==> src/rtl/uart_rxs_pkg.sv <==
package uart_rxs_pkg;
  localparam int BUS_W = 32;

  // register addresses
  localparam logic [1:0] A_RXD  = 2'd0;
  localparam logic [1:0] A_STAT = 2'd1;
  localparam logic [1:0] A_CTRL = 2'd2;

  // status word bit positions
  localparam int S_BRK   = 15;
  localparam int S_EMPTY = 14;
  localparam int S_FERR  = 13;
  localparam int S_PERR  = 12;
  localparam int S_OERR  = 11;
  localparam int S_ERRI  = 10;
  localparam int S_TOUT  = 9;
  localparam int S_TXS   = 8;

  // control word: enables start here
  localparam int C_EN_LSB = 16;

  typedef struct packed {
    logic brk;
    logic ferr;
    logic perr;
    logic oerr;
  } rx_tag_t;
endpackage

==> src/rtl/rx_tag_fifo.sv <==
module rx_tag_fifo
  import uart_rxs_pkg::*;
#(
  parameter int DEPTH = 16,
  parameter int DW    = 8,
  localparam int AW   = $clog2(DEPTH)
) (
  input  logic          clk,
  input  logic          rst,
  input  logic          push,
  input  logic          pop,
  input  logic          mark_ovr,
  input  logic [DW-1:0] din,
  input  rx_tag_t       tag_in,
  output logic [DW-1:0] head_data,
  output rx_tag_t       head_tag,
  output logic          empty,
  output logic          full
);
  logic [DW-1:0] ram [DEPTH];
  rx_tag_t       tags [DEPTH];
  logic [AW-1:0] wr_ptr, rd_ptr, last_ptr;
  logic [AW:0]   cnt;

  function automatic logic [AW-1:0] inc(input logic [AW-1:0] p);
    return (p == AW'(DEPTH - 1)) ? '0 : p + 1'b1;
  endfunction

  assign last_ptr = (wr_ptr == '0) ? AW'(DEPTH - 1) : wr_ptr - 1'b1;
  assign empty    = (cnt == '0);
  assign full     = (cnt == (AW+1)'(DEPTH));

  always_ff @(posedge clk) begin
    if (rst) begin
      wr_ptr <= '0;
      rd_ptr <= '0;
      cnt    <= '0;
    end else begin
      if (push) wr_ptr <= inc(wr_ptr);
      if (pop)  rd_ptr <= inc(rd_ptr);
      case ({push, pop})
        2'b10:   cnt <= cnt + 1'b1;
        2'b01:   cnt <= cnt - 1'b1;
        default: cnt <= cnt;
      endcase
    end
  end

  // character storage: no reset, single write port
  always_ff @(posedge clk) begin
    if (push) ram[wr_ptr] <= din;
  end

  // tags stay in flops: the overrun tag is modified after the write
  always_ff @(posedge clk) begin
    if (rst) begin
      for (int i = 0; i < DEPTH; i++) tags[i] <= '0;
    end else begin
      if (push)     tags[wr_ptr]        <= tag_in;
      if (mark_ovr) tags[last_ptr].oerr <= 1'b1;
    end
  end

  assign head_data = empty ? '0 : ram[rd_ptr];
  assign head_tag  = empty ? '0 : tags[rd_ptr];

  assert_depth_bound_R4: assert property (@(posedge clk) disable iff (rst)
    cnt <= (AW+1)'(DEPTH));
  assert_no_overflow_R4: assert property (@(posedge clk) disable iff (rst)
    (full && !pop) |-> !push);
  assert_empty_no_pop_R1: assert property (@(posedge clk) disable iff (rst)
    empty |-> !pop);
endmodule

==> src/rtl/sticky_bits.sv <==
module sticky_bits #(
  parameter int         N   = 3,
  parameter logic [N-1:0] RST = '0
) (
  input  logic         clk,
  input  logic         rst,
  input  logic [N-1:0] set,
  input  logic         wr,
  input  logic [N-1:0] wdata,
  output logic [N-1:0] q
);
  for (genvar i = 0; i < N; i++) begin : g_bit
    always_ff @(posedge clk) begin
      if (rst)                  q[i] <= RST[i];
      else if (set[i])          q[i] <= 1'b1;
      else if (wr && !wdata[i]) q[i] <= 1'b0;
    end

    assert_set_wins_R8: assert property (@(posedge clk) disable iff (rst)
      set[i] |=> q[i]);
    assert_zero_clears_R8: assert property (@(posedge clk) disable iff (rst)
      (wr && !wdata[i] && !set[i]) |=> !q[i]);
    assert_one_keeps_R8: assert property (@(posedge clk) disable iff (rst)
      (!(wr && !wdata[i]) && !set[i]) |=> $stable(q[i]));
  end
endmodule

==> src/rtl/uart_rx_status.sv <==
module uart_rx_status
  import uart_rxs_pkg::*;
#(
  parameter int DEPTH      = 16,
  parameter int DW         = 8,
  parameter int TXW        = 5,
  parameter int TX_LVL_RST = 8
) (
  input  logic             clk,
  input  logic             rst,
  input  logic             rx_valid,
  input  logic [DW-1:0]    rx_data,
  input  logic             rx_brk,
  input  logic             rx_ferr,
  input  logic             rx_perr,
  input  logic             rx_oerr,
  input  logic             rx_timeout,
  input  logic [TXW-1:0]   tx_free,
  input  logic             reg_wr,
  input  logic             reg_rd,
  input  logic [1:0]       reg_addr,
  input  logic [BUS_W-1:0] reg_wdata,
  output logic [BUS_W-1:0] reg_rdata,
  output logic [BUS_W-1:0] status,
  output logic             irq
);
  localparam int NEV = 3; // [2] receive error, [1] timeout, [0] tx space

  logic [DW-1:0]  head_data;
  rx_tag_t        head_tag, tag_in;
  logic           empty, full, pop, push, ovf;
  logic [NEV-1:0] ev_set, ev_q, ev_en;
  logic [TXW-1:0] tx_lvl;
  logic [BUS_W-1:0] ctrl_word;
  logic           stat_wr;

  assign pop     = reg_rd && (reg_addr == A_RXD) && !empty;
  assign push    = rx_valid && (!full || pop);
  assign ovf     = rx_valid && full && !pop;
  assign tag_in  = '{brk: rx_brk, ferr: rx_ferr, perr: rx_perr, oerr: rx_oerr};
  assign stat_wr = reg_wr && (reg_addr == A_STAT);

  assign ev_set[2] = (rx_valid && (rx_ferr || rx_perr || rx_oerr)) || ovf;
  assign ev_set[1] = rx_timeout;
  assign ev_set[0] = (tx_free >= tx_lvl);

  rx_tag_fifo #(.DEPTH(DEPTH), .DW(DW)) u_fifo (
    .clk(clk), .rst(rst), .push(push), .pop(pop), .mark_ovr(ovf),
    .din(rx_data), .tag_in(tag_in), .head_data(head_data),
    .head_tag(head_tag), .empty(empty), .full(full)
  );

  sticky_bits #(.N(NEV), .RST(3'b001)) u_ev (
    .clk(clk), .rst(rst), .set(ev_set), .wr(stat_wr),
    .wdata(reg_wdata[S_ERRI:S_TXS]), .q(ev_q)
  );

  always_ff @(posedge clk) begin
    if (rst) begin
      tx_lvl <= TXW'(TX_LVL_RST);
      ev_en  <= '0;
    end else if (reg_wr && (reg_addr == A_CTRL)) begin
      tx_lvl <= reg_wdata[TXW-1:0];
      ev_en  <= reg_wdata[C_EN_LSB +: NEV];
    end
  end

  always_comb begin
    ctrl_word = '0;
    ctrl_word[TXW-1:0] = tx_lvl;
    ctrl_word[C_EN_LSB +: NEV] = ev_en;
  end

  always_comb begin
    status = '0;
    status[S_BRK]   = head_tag.brk;
    status[S_EMPTY] = empty;
    status[S_FERR]  = head_tag.ferr;
    status[S_PERR]  = head_tag.perr;
    status[S_OERR]  = head_tag.oerr;
    status[S_ERRI:S_TXS] = ev_q;
  end

  always_ff @(posedge clk) begin
    if (rst) begin
      reg_rdata <= '0;
      irq       <= 1'b0;
    end else begin
      irq <= |(ev_q & ev_en);
      if (reg_rd) begin
        case (reg_addr)
          A_RXD:   reg_rdata <= BUS_W'(head_data);
          A_STAT:  reg_rdata <= status;
          A_CTRL:  reg_rdata <= ctrl_word;
          default: reg_rdata <= '0;
        endcase
      end
    end
  end

  assert_avail_on_push_R3: assert property (@(posedge clk) disable iff (rst)
    (rx_valid && !pop) |=> !status[S_EMPTY]);
  assert_head_zero_empty_R11: assert property (@(posedge clk) disable iff (rst)
    status[S_EMPTY] |-> (status[15:11] == 5'b01000));
  assert_tags_hold_R9: assert property (@(posedge clk) disable iff (rst)
    (!pop && !rx_valid) |=> $stable(status[15:11]));
  assert_irq_follows_R10: assert property (@(posedge clk) disable iff (rst)
    (|(status[S_ERRI:S_TXS] & ev_en)) |=> irq);
  assert_err_immediate_R5: assert property (@(posedge clk) disable iff (rst)
    (rx_valid && rx_ferr) |=> status[S_ERRI]);
endmodule

==> config.mk <==
export PLATFORM = sky130hd
export DESIGN_NAME = uart_rx_status
export DESIGN_NICKNAME = d
export VERILOG_FILES = /design/src/rtl/uart_rxs_pkg.sv /design/src/rtl/rx_tag_fifo.sv /design/src/rtl/sticky_bits.sv /design/src/rtl/uart_rx_status.sv
export SDC_FILE = /design/constraint.sdc
export NUM_CORES = 1
export LEC_CHECK = 0
export ABC_AREA = 1
export CORE_AREA = 2 2 197 199
export DETAILED_ROUTE_END_ITERATION = 7
export DIE_AREA = 0 0 199 201
export GPL_TIMING_DRIVEN = 0
export HOLD_SLACK_MARGIN = 0.02
export PLACE_DENSITY = 0.46
export SLEW_MARGIN = 10
export SYNTH_ARGS = -nofsm -noshare
export SYNTH_HDL_FRONTEND = slang
export SYNTH_SLANG_ARGS = --single-unit
==> constraint.sdc <==
create_clock -name clk -period 3.1 [get_ports clk]
set_clock_uncertainty 0.2 [all_clocks]
set_input_delay 0.62 -clock clk [delete_from_list [all_inputs] [get_ports clk]]
set_output_delay 0.62 -clock clk [all_outputs]
set_load 0.005 [all_outputs]
==> results of run 1 <==
[routing by layer]
layer	part of all wire	up-vias	global-route usage
met2	0.48	196	0.2808
li1	-	4135	-
met5	0	-	0
met3	0.039	36	0.02167
met4	0.017	0	0.03092
met1	0.46	4150	0.2348
[repair_timing]
action | CTS | global route
resized for setup | 68 | 10
setup endpoints to repair | 5 | 6
buffers inserted | 2 | 1
pin swaps | 5 | 3
[cell usage in the layout, fill, tap and decap left out, drive strengths merged, types with 4 or more instances in the layout]
cell and instances:
a21oi 42, buf 63, clkbuf 79, clkdlybuf4s50 57, clkinv 6, conb 37
dfxtp 48, dlygate4sd2 4, edfxtp 192, ha 14, inv 66, nand2 231
nand3 129, nand4 8, nor2 204, nor3 13, o211ai 14, o21ai 84
xor2 4
[per-stage QoR]
step	hold slack, ns	std cells	setup WS [ns]	power, mW
final	0.2642	1828	0.02874	7.597
after global routing	0.2933	1828	-0.07820	7.859
after CTS	0.2545	1827	0.005290	7.638
after detailed placement	0.2561	1778	-0.7207	4.483
after global placement	0.2553	1778	-0.7134	4.479
after floorplan	0.2427	1198	0.3506	4.124
[state kept, by name, summed over array words and instances, names as in the netlist, named ones only]
name and flops:
ev_en 3, irq 1, reg_rdata 19, tx_lvl 5, u_ev.q 3, u_fifo.cnt 5
u_fifo.ram 128, u_fifo.rd_ptr 4, u_fifo.tags 64, u_fifo.wr_ptr 4
[cells by family after synthesis]
| logic type | count (synthesis) | share of synthesized area |
|---|---|---|
| AOI/OAI and AO/OA | 149 | 0.07164 |
| xor gates and xnor gates | 5 | 0.003893 |
| adders and majority gates | 15 | 0.01735 |
| buffers and inverters | 164 | 0.07042 |
| DFF | 240 | 0.5981 |
| other | 1 | 0.0003334 |
| and+or+nand+nor | 588 | 0.2383 |
[synth_stat cells, drive strengths merged]
master   number
a211oi        2
a21oi        42
a22oi         1
buf          60
clkbuf       37
clkinv        1
conb          1
dfxtp        48
edfxtp      192
fa            1
ha           14
inv          66
nand2       231
nand3       129
nand3b        2
nand4         8
nor2        204
nor3         13
o2111ai       1
o211ai       14
o21a          1
o21ai        84
o21bai        1
o311ai        1
o31ai         2
or2           1
xnor2         1
xor2          4
[power by group]
part | internal (mW) | total, mW | leakage (nW) | switching (mW)
Clock | 1.82 | 3.14 | 0.431 | 1.32
Sequential | 3.56 | 3.61 | 2.21 | 0.0428
Combinational | 0.305 | 0.852 | 2.60 | 0.547
Total | 5.69 | 7.60 | 5.24 | 1.91
[critical path, delay by kind of cell, from the launching register on]
kind	cells	cell delay, ns
flip-flops	1	0.35
AND/OR/NAND/NOR	5	0.47
AO/OA/AOI/OAI	1	0.24
buffers and inverters	3	0.65
[worst paths after layout]
check	end	slack (ns)
min	reg_rdata[8]$_SDFFE_PP0P_	0.26
min reg2reg	reg_rdata[8]$_SDFFE_PP0P_	0.26
max reg2reg	u_fifo.cnt[4]$_SDFFE_PP0P_	0.19
max	status[13]	0.03
[cell type report]
| type | count | area [um2] |
|---|---|---|
| fillers | 3928 | 24350 |
| inverters | 67 | 262.8 |
| clock buffers | 42 | 823.3 |
| repair buffers | 65 | 633.1 |
| flip-flops and latches | 240 | 6728 |
| multi-input cells | 794 | 3916 |
| clock inverters | 6 | 46.29 |
| plain buffers | 96 | 700.7 |
| well taps | 518 | 648.1 |
==> results.json, run 1 <==
{
  "outcome": "finished clean",
  "cellPowerDensity_nw_per_um2": 552.2,
  "crit_arrival_ns": 2.25,
  "worstHoldPathType": "flop to flop",
  "die_w_um": 199,
  "grt_remaining_overflow": 0,
  "drtIter0Drc": 699,
  "drive_gt1_frac": 0.1374,
  "synth_seq_cells": 240,
  "place_congestion": 0.8168,
  "end_kind": "output port",
  "hold_start": "reg_rdata[8]$_SDFFE_PP0P_",
  "fin_crit_ns": 3.071,
  "dieHeight_um": 201,
  "htreeDepth": 1,
  "num_vias": 8517,
  "n_antenna_cell": 0,
  "synth-seq-area-share": 0.5981,
  "max_cap_viol_count": 0,
  "initial_core_util": 0.2951,
  "placed_cell_area_um2": 12650,
  "grt_pass1_wl_um": 50690,
  "cts_sinks": 240,
  "antenna_found_initial": 0,
  "tightestPinTransition_ns": 1.150,
  "firstDrtPassIters": 5,
  "max_stage_delay_ns": 0.35,
  "ant_nets": 0,
  "reg2reg_from": "u_fifo.cnt[2]$_SDFFE_PP0P_",
  "netlist_instances": 1162,
  "grt_setup_unrepaired": "true",
  "fin_util": 0.3610,
  "die_area_um2": 40000,
  "core_area_um2": 38110,
  "setup_viol": 0,
  "rr_worst_depth": 13,
  "ir_drop_v": 0.0004063,
  "clkLatencyLatePin_ns": 0.53,
  "crit_top_cell": "nand2_1",
  "yosysTopAreaCell": "edfxtp_1",
  "fin_crit_sh": 0.9907,
  "yosysTopAreaCellShare": 0.5126,
  "cp.required_ns": 2.28,
  "finalMaxSlewViolations": 0,
  "grt_start_max_net_pins": 17,
  "cts_made_buffers": 26,
  "rows": 72,
  "slew_headroom": 0.2303,
  "cts_tree": "done",
  "clockBufferDepth": 3,
  "path_clk_slew_ns": 0.06,
  "vias_per_cell": 4.659,
  "min_delay_path_depth": 2,
  "max_freq_mhz": 325.6,
  "netlist_area_um2": 11250,
  "crit_chain": "buf_6, clkbuf_8, nand2_1, nand3_1, nand3_1, nand2_1, nand2_1, a21oi_4, dlygate4sd2_1",
  "ios": 122,
  "cts-root-buf": "clkbuf_16",
  "hold_violations": 0,
  "area_growth_pct": 22.33,
  "cts_hold_buf": 0,
  "wirelength_um": 33610,
  "worstPathMaxFanout": 10,
  "critPathLaunchType": "flop",
  "syn_avg_cell_area_um2": 9.679,
  "wire_per_inst_um": 18.39,
  "cp_slowest_cell": "dfxtp_2",
  "synth.top_cells.by_area": "edfxtp_1 (51%), dfxtp_1 (8.5%), nand2_1 (7.4%)",
  "first_global_vias": 8231,
  "synthDistinctLibCells": 43,
  "grt_usage": 0.1681,
  "drc": 0,
  "path_class": "flop to output port",
  "yosys_warnings": 0,
  "finalSetupTns_ns": 0,
  "numPortBuffers": 62,
  "power.leakage_nw": 5.239,
  "fin_area_um2": 13760,
  "final_nets": 1362,
  "hpwlAfterDp_um": 24480
}
Note: power is estimated with default switching activity, not from simulation.
==> run 2: changes to the inputs <==
CORE_AREA = 2 2 153 155   (was 2 2 197 199)
DIE_AREA = 0 0 155 157   (was 0 0 199 201)
PLACE_DENSITY = 0.72   (was 0.46)
==> run 2 against run 1 <==
  * Sequential share of layout area rose by 0.75 points
  * Via count is 1.4% higher
  * Register-to-register slack better by 0.06 ns
  * Global-route usage increased by 7.1 points
  * Highest routed layer unchanged
==> results.json, run 2 (synthesis gave the netlist of run 1 again) <==
{
  "outcome": "finished clean",
  "route.met2.wl_um": 14030,
  "cellPowerDensity_nw_per_um2": 581.3,
  "fin_crit_sh": 0.9724,
  "fin_util": 0.6022,
  "grt_setup_unrepaired": "true",
  "die_area_um2": 24340,
  "clkLatencyLatePin_ns": 0.53,
  "drive_gt1_frac": 0.1410,
  "finalMaxSlewViolations": 0,
  "worstPathMaxFanout": 10,
  "cts_sinks": 240,
  "power.total_mw": 7.877,
  "initial_core_util": 0.4998,
  "regMostFlops": "u_fifo.ram",
  "cp.required_ns": 2.28,
  "rrSetupSlack_ns": 0.25,
  "vias_per_cell": 5.406,
  "cts_tree": "done",
  "wirelength_um": 29250,
  "grt_pass1_wl_um": 44470,
  "wl_met3_um": 2272,
  "max_freq_mhz": 331.8,
  "timing.rr.end": "u_fifo.cnt[4]$_SDFFE_PP0P_",
  "clockBufferDepth": 3,
  "cts_made_buffers": 26,
  "end_kind": "output port",
  "final_common_cell": "nand2_1",
  "first_global_vias": 8288,
  "ios": 122,
  "area_growth_pct": 20.49,
  "top_regs": "u_fifo.ram (128), u_fifo.tags (64), reg_rdata (19)",
  "worstHoldPathType": "flop to flop",
  "die_w_um": 155,
  "power.leakage_nw": 5.297,
  "hold_slack_ns": 0.2671,
  "dieHeight_um": 157,
  "tightestPinTransition_ns": 0.9236,
  "grt_start_max_net_pins": 17,
  "min_delay_path_depth": 2,
  "top_layer": "met4",
  "max_stage_delay_ns": 0.32,
  "cts-root-buf": "clkbuf_16",
  "rr_worst_depth": 13,
  "cp_slowest_cell": "dfxtp_1",
  "fin_crit_ns": 3.014,
  "wire_per_inst_um": 18.32,
  "layout_common_cells": "nand2_1 (220), nor2_1 (193), edfxtp_1 (192)",
  "hold_violations": 0,
  "reg2reg_from": "u_fifo.cnt[2]$_SDFFE_PP0P_",
  "path_clk_slew_ns": 0.06,
  "crit_chain": "buf_6, clkinv_4, clkbuf_4, nand3_1, nand3_1, nand2_1, nand2_1, a21oi_2, dlygate4sd2_1",
  "place_congestion": 0.8884,
  "fillers": 1891,
  "max_cap_viol_count": 0,
  "numPortBuffers": 62,
  "ant_nets": 0,
  "grt_usage": 0.2391,
  "instances_no_fill": 1597,
  "n_antenna_cell": 0,
  "drtIter0Drc": 714,
  "critPathLaunchType": "flop",
  "slew_headroom": 0.3820,
  "hold_end": "reg_rdata[9]$_SDFFE_PP0P_",
  "crit_arrival_ns": 2.19,
  "wl_met1_um": 11800,
  "firstDrtPassIters": 5,
  "htreeDepth": 1,
  "rows": 55,
  "drc": 0,
  "final_nets": 1365,
  "antenna_found_initial": 0,
  "core_area_um2": 22500,
  "ir_drop_v": 0.0004105,
  "setup_viol": 0,
  "hold_start": "reg_rdata[9]$_SDFFE_PP0P_",
  "grt_remaining_overflow": 0,
  "cts_hold_buf": 0,
  "placed_cells": 1545,
  "path_class": "flop to output port",
  "hpwlAfterDp_um": 20900,
  "largest_reg_flops": 128,
  "num_vias": 8633
}
==> run 2: metrics by stage <==
| stage | setup slack [ns] | TNS [ns] | area [um2] |
|---|---|---|---|
| after global placement | -0.6519 | -23.97 | 12360 |
| after global routing | -0.01671 | -0.02098 | 13550 |
| after floorplan | 0.3506 | 0 | 11380 |
| after detailed placement | -0.6428 | -23.80 | 12360 |
| final | 0.08569 | 0 | 13550 |
| after CTS | 0.04429 | 0 | 13500 |
==> run 2: timing repair <==
| action | in CTS | in global routing |
|---|---|---|
| pin swaps | 5 | 2 |
| cloned | 0 | 2 |
| endpoints found under the setup margin | 5 | 6 |
| buffers inserted | 1 | 3 |
| endpoints found under the hold margin | 0 | 0 |
| gates resized for setup | 63 | 14 |
==> run 2: how the worst max path moves through the flow <==
stage,start,endpoint,slack (ns),cells past startpoint
2_1_floorplan,reg_addr[1],u_fifo.cnt[4]$_SDFFE_PP0P_,0.35,12
3_3_place_gp,reg_rd,u_fifo.cnt[4]$_SDFFE_PP0P_,-0.65,14
3_5_place_dp,reg_rd,u_fifo.cnt[4]$_SDFFE_PP0P_,-0.64,14
4_1_cts,u_fifo.cnt[2]$_SDFFE_PP0P_,status[14],0.04,5
5_1_grt,u_fifo.cnt[2]$_SDFFE_PP0P_,u_fifo.cnt[4]$_SDFFE_PP0P_,-0.02,14
6_report,flop,status[11],0.09,9
==> run 2: layer usage <==
layer,global-route usage,up-vias
met5,0,-
met4,0.09215,0
met3,0.04130,86
met2,0.4074,384
met1,0.3067,4039
li1,-,4124
==> run 2: cell type report <==
cell class | count | area, um2 | share of cell area
buffer | 96 | 695.7 | 0.05133
clock buffer | 35 | 788.3 | 0.05817
clock inverter | 12 | 186.4 | 0.01376
inverter | 67 | 260.3 | 0.01920
multi-input combinational | 794 | 3886 | 0.2868
sequential | 240 | 6728 | 0.4964
tap | 285 | 356.6 | 0.02631
timing repair buffer | 68 | 650.6 | 0.04801
==> run 2: power breakdown <==
part           internal, mW  switching (mW)  leakage [nW]  total [mW]
sequential             3.56          0.0413          2.21        3.60
combinational         0.299           0.526          2.61       0.825
clock                  2.19            1.26         0.478        3.45
total                  6.05            1.82          5.30        7.88
==> run 2: critical path, delay by kind of cell, from the launching register on <==
family	cells	cell delay [ns]
AO/OA/AOI/OAI	1	0.23
buffers and inverters	4	0.72
AND/OR/NAND/NOR	4	0.41
flip-flops	1	0.32
==> run 3: changes to the inputs <==
CORE_AREA = 2 2 144 146   (was 2 2 153 155)
DIE_AREA = 0 0 146 148   (was 0 0 155 157)
PLACE_DENSITY = 0.79   (was 0.72)
SLEW_MARGIN = unset   (was 10)
==> run 3 against run 2 <==
  * Routed wire length rose by 1.1%
  * Power shrank 4.8%
  * Final cell count down 1.1%
  * Critical path type unchanged
==> results.json, run 3 (synthesis gave the netlist of run 1 again) <==
{
  "rr_worst_depth": 13,
  "finalSetupTns_ns": 0,
  "sw_frac_of_total": 0.2417,
  "ir_drop_v": 0.0005358,
  "hold_slack_ns": 0.2516,
  "worstSetupEndpoint": "status[12]",
  "cellPowerDensity_nw_per_um2": 558.9,
  "die_area_um2": 21610,
  "rrSetupSlack_ns": 0.25,
  "cp.required_ns": 2.28,
  "path_clk_slew_ns": 0.06,
  "hpwlAfterDp_um": 21030,
  "max_freq_mhz": 326.8,
  "wirelength_um": 29570,
  "p_clk_frac": 0.409,
  "cpLargestDelayFamily": "buffers and inverters",
  "drtIter0Drc": 991,
  "regMostFlops": "u_fifo.ram",
  "grt_start_max_net_pins": 17,
  "top_regs": "u_fifo.ram (128), u_fifo.tags (64), reg_rdata (19)",
  "max_cap_viol_count": 0,
  "grt_pass1_wl_um": 45400,
  "tightestPinTransition_ns": 1.060,
  "cts-root-buf": "clkbuf_16",
  "hold_violations": 0,
  "n_antenna_cell": 0,
  "setup_viol": 0,
  "grt_usage": 0.2706,
  "min_delay_path_depth": 2,
  "die_w_um": 146,
  "firstDrtPassIters": 6,
  "antenna_found_initial": 0,
  "htreeDepth": 1,
  "setup_ws_ns": 0.04038,
  "max_stage_delay_ns": 0.34,
  "num_vias": 8970,
  "worstHoldPathType": "input port to flop",
  "fillers": 1491,
  "drc": 0,
  "wire_per_inst_um": 18.72,
  "rows": 52,
  "cp_num_cells": 10,
  "core_area_um2": 20040,
  "dieHeight_um": 148,
  "crit_top_cell": "nand2_1",
  "fin_crit_sh": 0.9870,
  "timing.rr.end": "u_fifo.cnt[4]$_SDFFE_PP0P_",
  "cts_tree": "done",
  "worstPathMaxFanout": 10,
  "drive_gt1_frac": 0.1366,
  "end_kind": "output port",
  "path_class": "flop to output port",
  "cts_sinks": 240,
  "first_global_vias": 8555,
  "critPathLaunchType": "flop",
  "vias_per_cell": 5.677,
  "initial_core_util": 0.5613,
  "power.leakage_nw": 5.236,
  "ios": 122,
  "seq_power_share": 0.481,
  "cts_made_buffers": 25,
  "cp_slowest_cell": "dfxtp_1",
  "layout_common_cells": "nand2_1 (220), nor2_1 (192), edfxtp_1 (192)",
  "finalMaxSlewViolations": 0,
  "crit_arrival_ns": 2.24,
  "slew_headroom": 0.2907,
  "place_congestion": 0.9562,
  "grt_remaining_overflow": 0,
  "critical_path_buf_inv_count": 4,
  "clkLatencyLatePin_ns": 0.53,
  "numPortBuffers": 62,
  "fin_crit_ns": 3.060,
  "final_common_cell": "nand2_1",
  "area_growth_pct": 19.32,
  "cts_hold_buf": 0,
  "comb_power_share": 0.110,
  "outcome": "finished clean",
  "pre_cts_ws_ns": -0.6840,
  "clockBufferDepth": 3,
  "crit_chain": "inv_1, buf_6, clkbuf_16, nand2_1, nand3_1, nand3_1, nand2_1, nand2_1, a21oi_2, dlygate4sd2_1",
  "largest_reg_flops": 128,
  "ant_nets": 0,
  "power.switching_mw": 1.813,
  "intPower_mw": 5.687,
  "final_nets": 1363,
  "reg2reg_from": "u_fifo.cnt[1]$_SDFFE_PP0P_"
}
run 3: through the flow:
stage | cells | total power [mW] | utilization | instance area, um2
after global placement | 1530 | 4.414 | 0.6158 | 12340
after CTS | 1577 | 7.460 | 0.6672 | 13370
after detailed placement | 1530 | 4.434 | 0.6158 | 12340
final | 1580 | 7.500 | 0.6697 | 13420
after global routing | 1580 | 7.706 | 0.6697 | 13420
after floorplan | 1198 | 4.124 | - | 11380
run 3: final cells by class:
| type | instances | area [um2] | share of cell area |
|---|---|---|---|
| sequential | 240 | 6726 | 0.5012 |
| tap | 270 | 337.8 | 0.02517 |
| inverter | 67 | 262.8 | 0.01958 |
| timing repair buffer | 67 | 650.6 | 0.04848 |
| clock buffer | 39 | 782.0 | 0.05827 |
| buffer | 96 | 701.9 | 0.05230 |
| multi-input combinational | 794 | 3891 | 0.2899 |
| clock inverter | 7 | 67.56 | 0.005034 |
run 3: worst min-delay path by stage:
stage                                from                    endpoint  slack (ns)
3_5_place_dp    reg_rdata[5]$_SDFFE_PP0P_   reg_rdata[5]$_SDFFE_PP0P_        0.26
2_1_floorplan      tx_lvl[0]$_SDFFE_PP0P_      tx_lvl[0]$_SDFFE_PP0P_        0.24
6_report                              rst   reg_rdata[5]$_SDFFE_PP0P_        0.25
4_1_cts                               rst   reg_rdata[5]$_SDFFE_PP0P_        0.25
5_1_grt                               rst   reg_rdata[6]$_SDFFE_PP0P_        0.25
3_3_place_gp   reg_rdata[11]$_SDFFE_PP0P_  reg_rdata[11]$_SDFFE_PP0P_        0.26
run 3: layer usage:
layer / routed length (um) / vias to the layer above / track usage / part of all wire
li1: - / 4123 / - / -
met3: 2641 / 107 / 0.03642 / 0.089
met5: 0 / - / 0 / 0
met1: 11430 / 4216 / 0.3568 / 0.39
met4: 1472 / 0 / 0.1282 / 0.050
met2: 14030 / 524 / 0.4486 / 0.47
run 3: repair_timing:
| action | CTS | global route |
|---|---|---|
| resized for setup | 62 | 11 |
| gates cloned | 0 | 1 |
| endpoints found under the hold margin | 0 | 0 |
| buffers inserted | 2 | 2 |
| pin swaps | 5 | 2 |
| setup endpoints to repair | 5 | 6 |
run 3: power groups by stage:
| stage | Clock [mW] | Combinational (mW) | Sequential (mW) |
|---|---|---|---|
| detailed placement | 0 | 0.762 | 3.67 |
| CTS | 3.06 | 0.796 | 3.60 |
| global route | 3.20 | 0.894 | 3.61 |
| global placement | 0 | 0.746 | 3.67 |
| floorplan | 0 | 0.465 | 3.66 |
| finish | 3.07 | 0.823 | 3.61 |
run 3: worst reg2reg max path: stages, from the launching register on:
cell	delay, ns
dfxtp_1	0.34
nor2_2	0.20
nand3_4	0.16
nand2_1	0.12
buf_4	0.21
inv_4	0.10
nand2_1	0.15
inv_1	0.11
ha_1	0.37
a21oi_1	0.19
o21bai_1	0.09
or2_2	0.29
a21oi_1	0.15
nor2_1	0.06
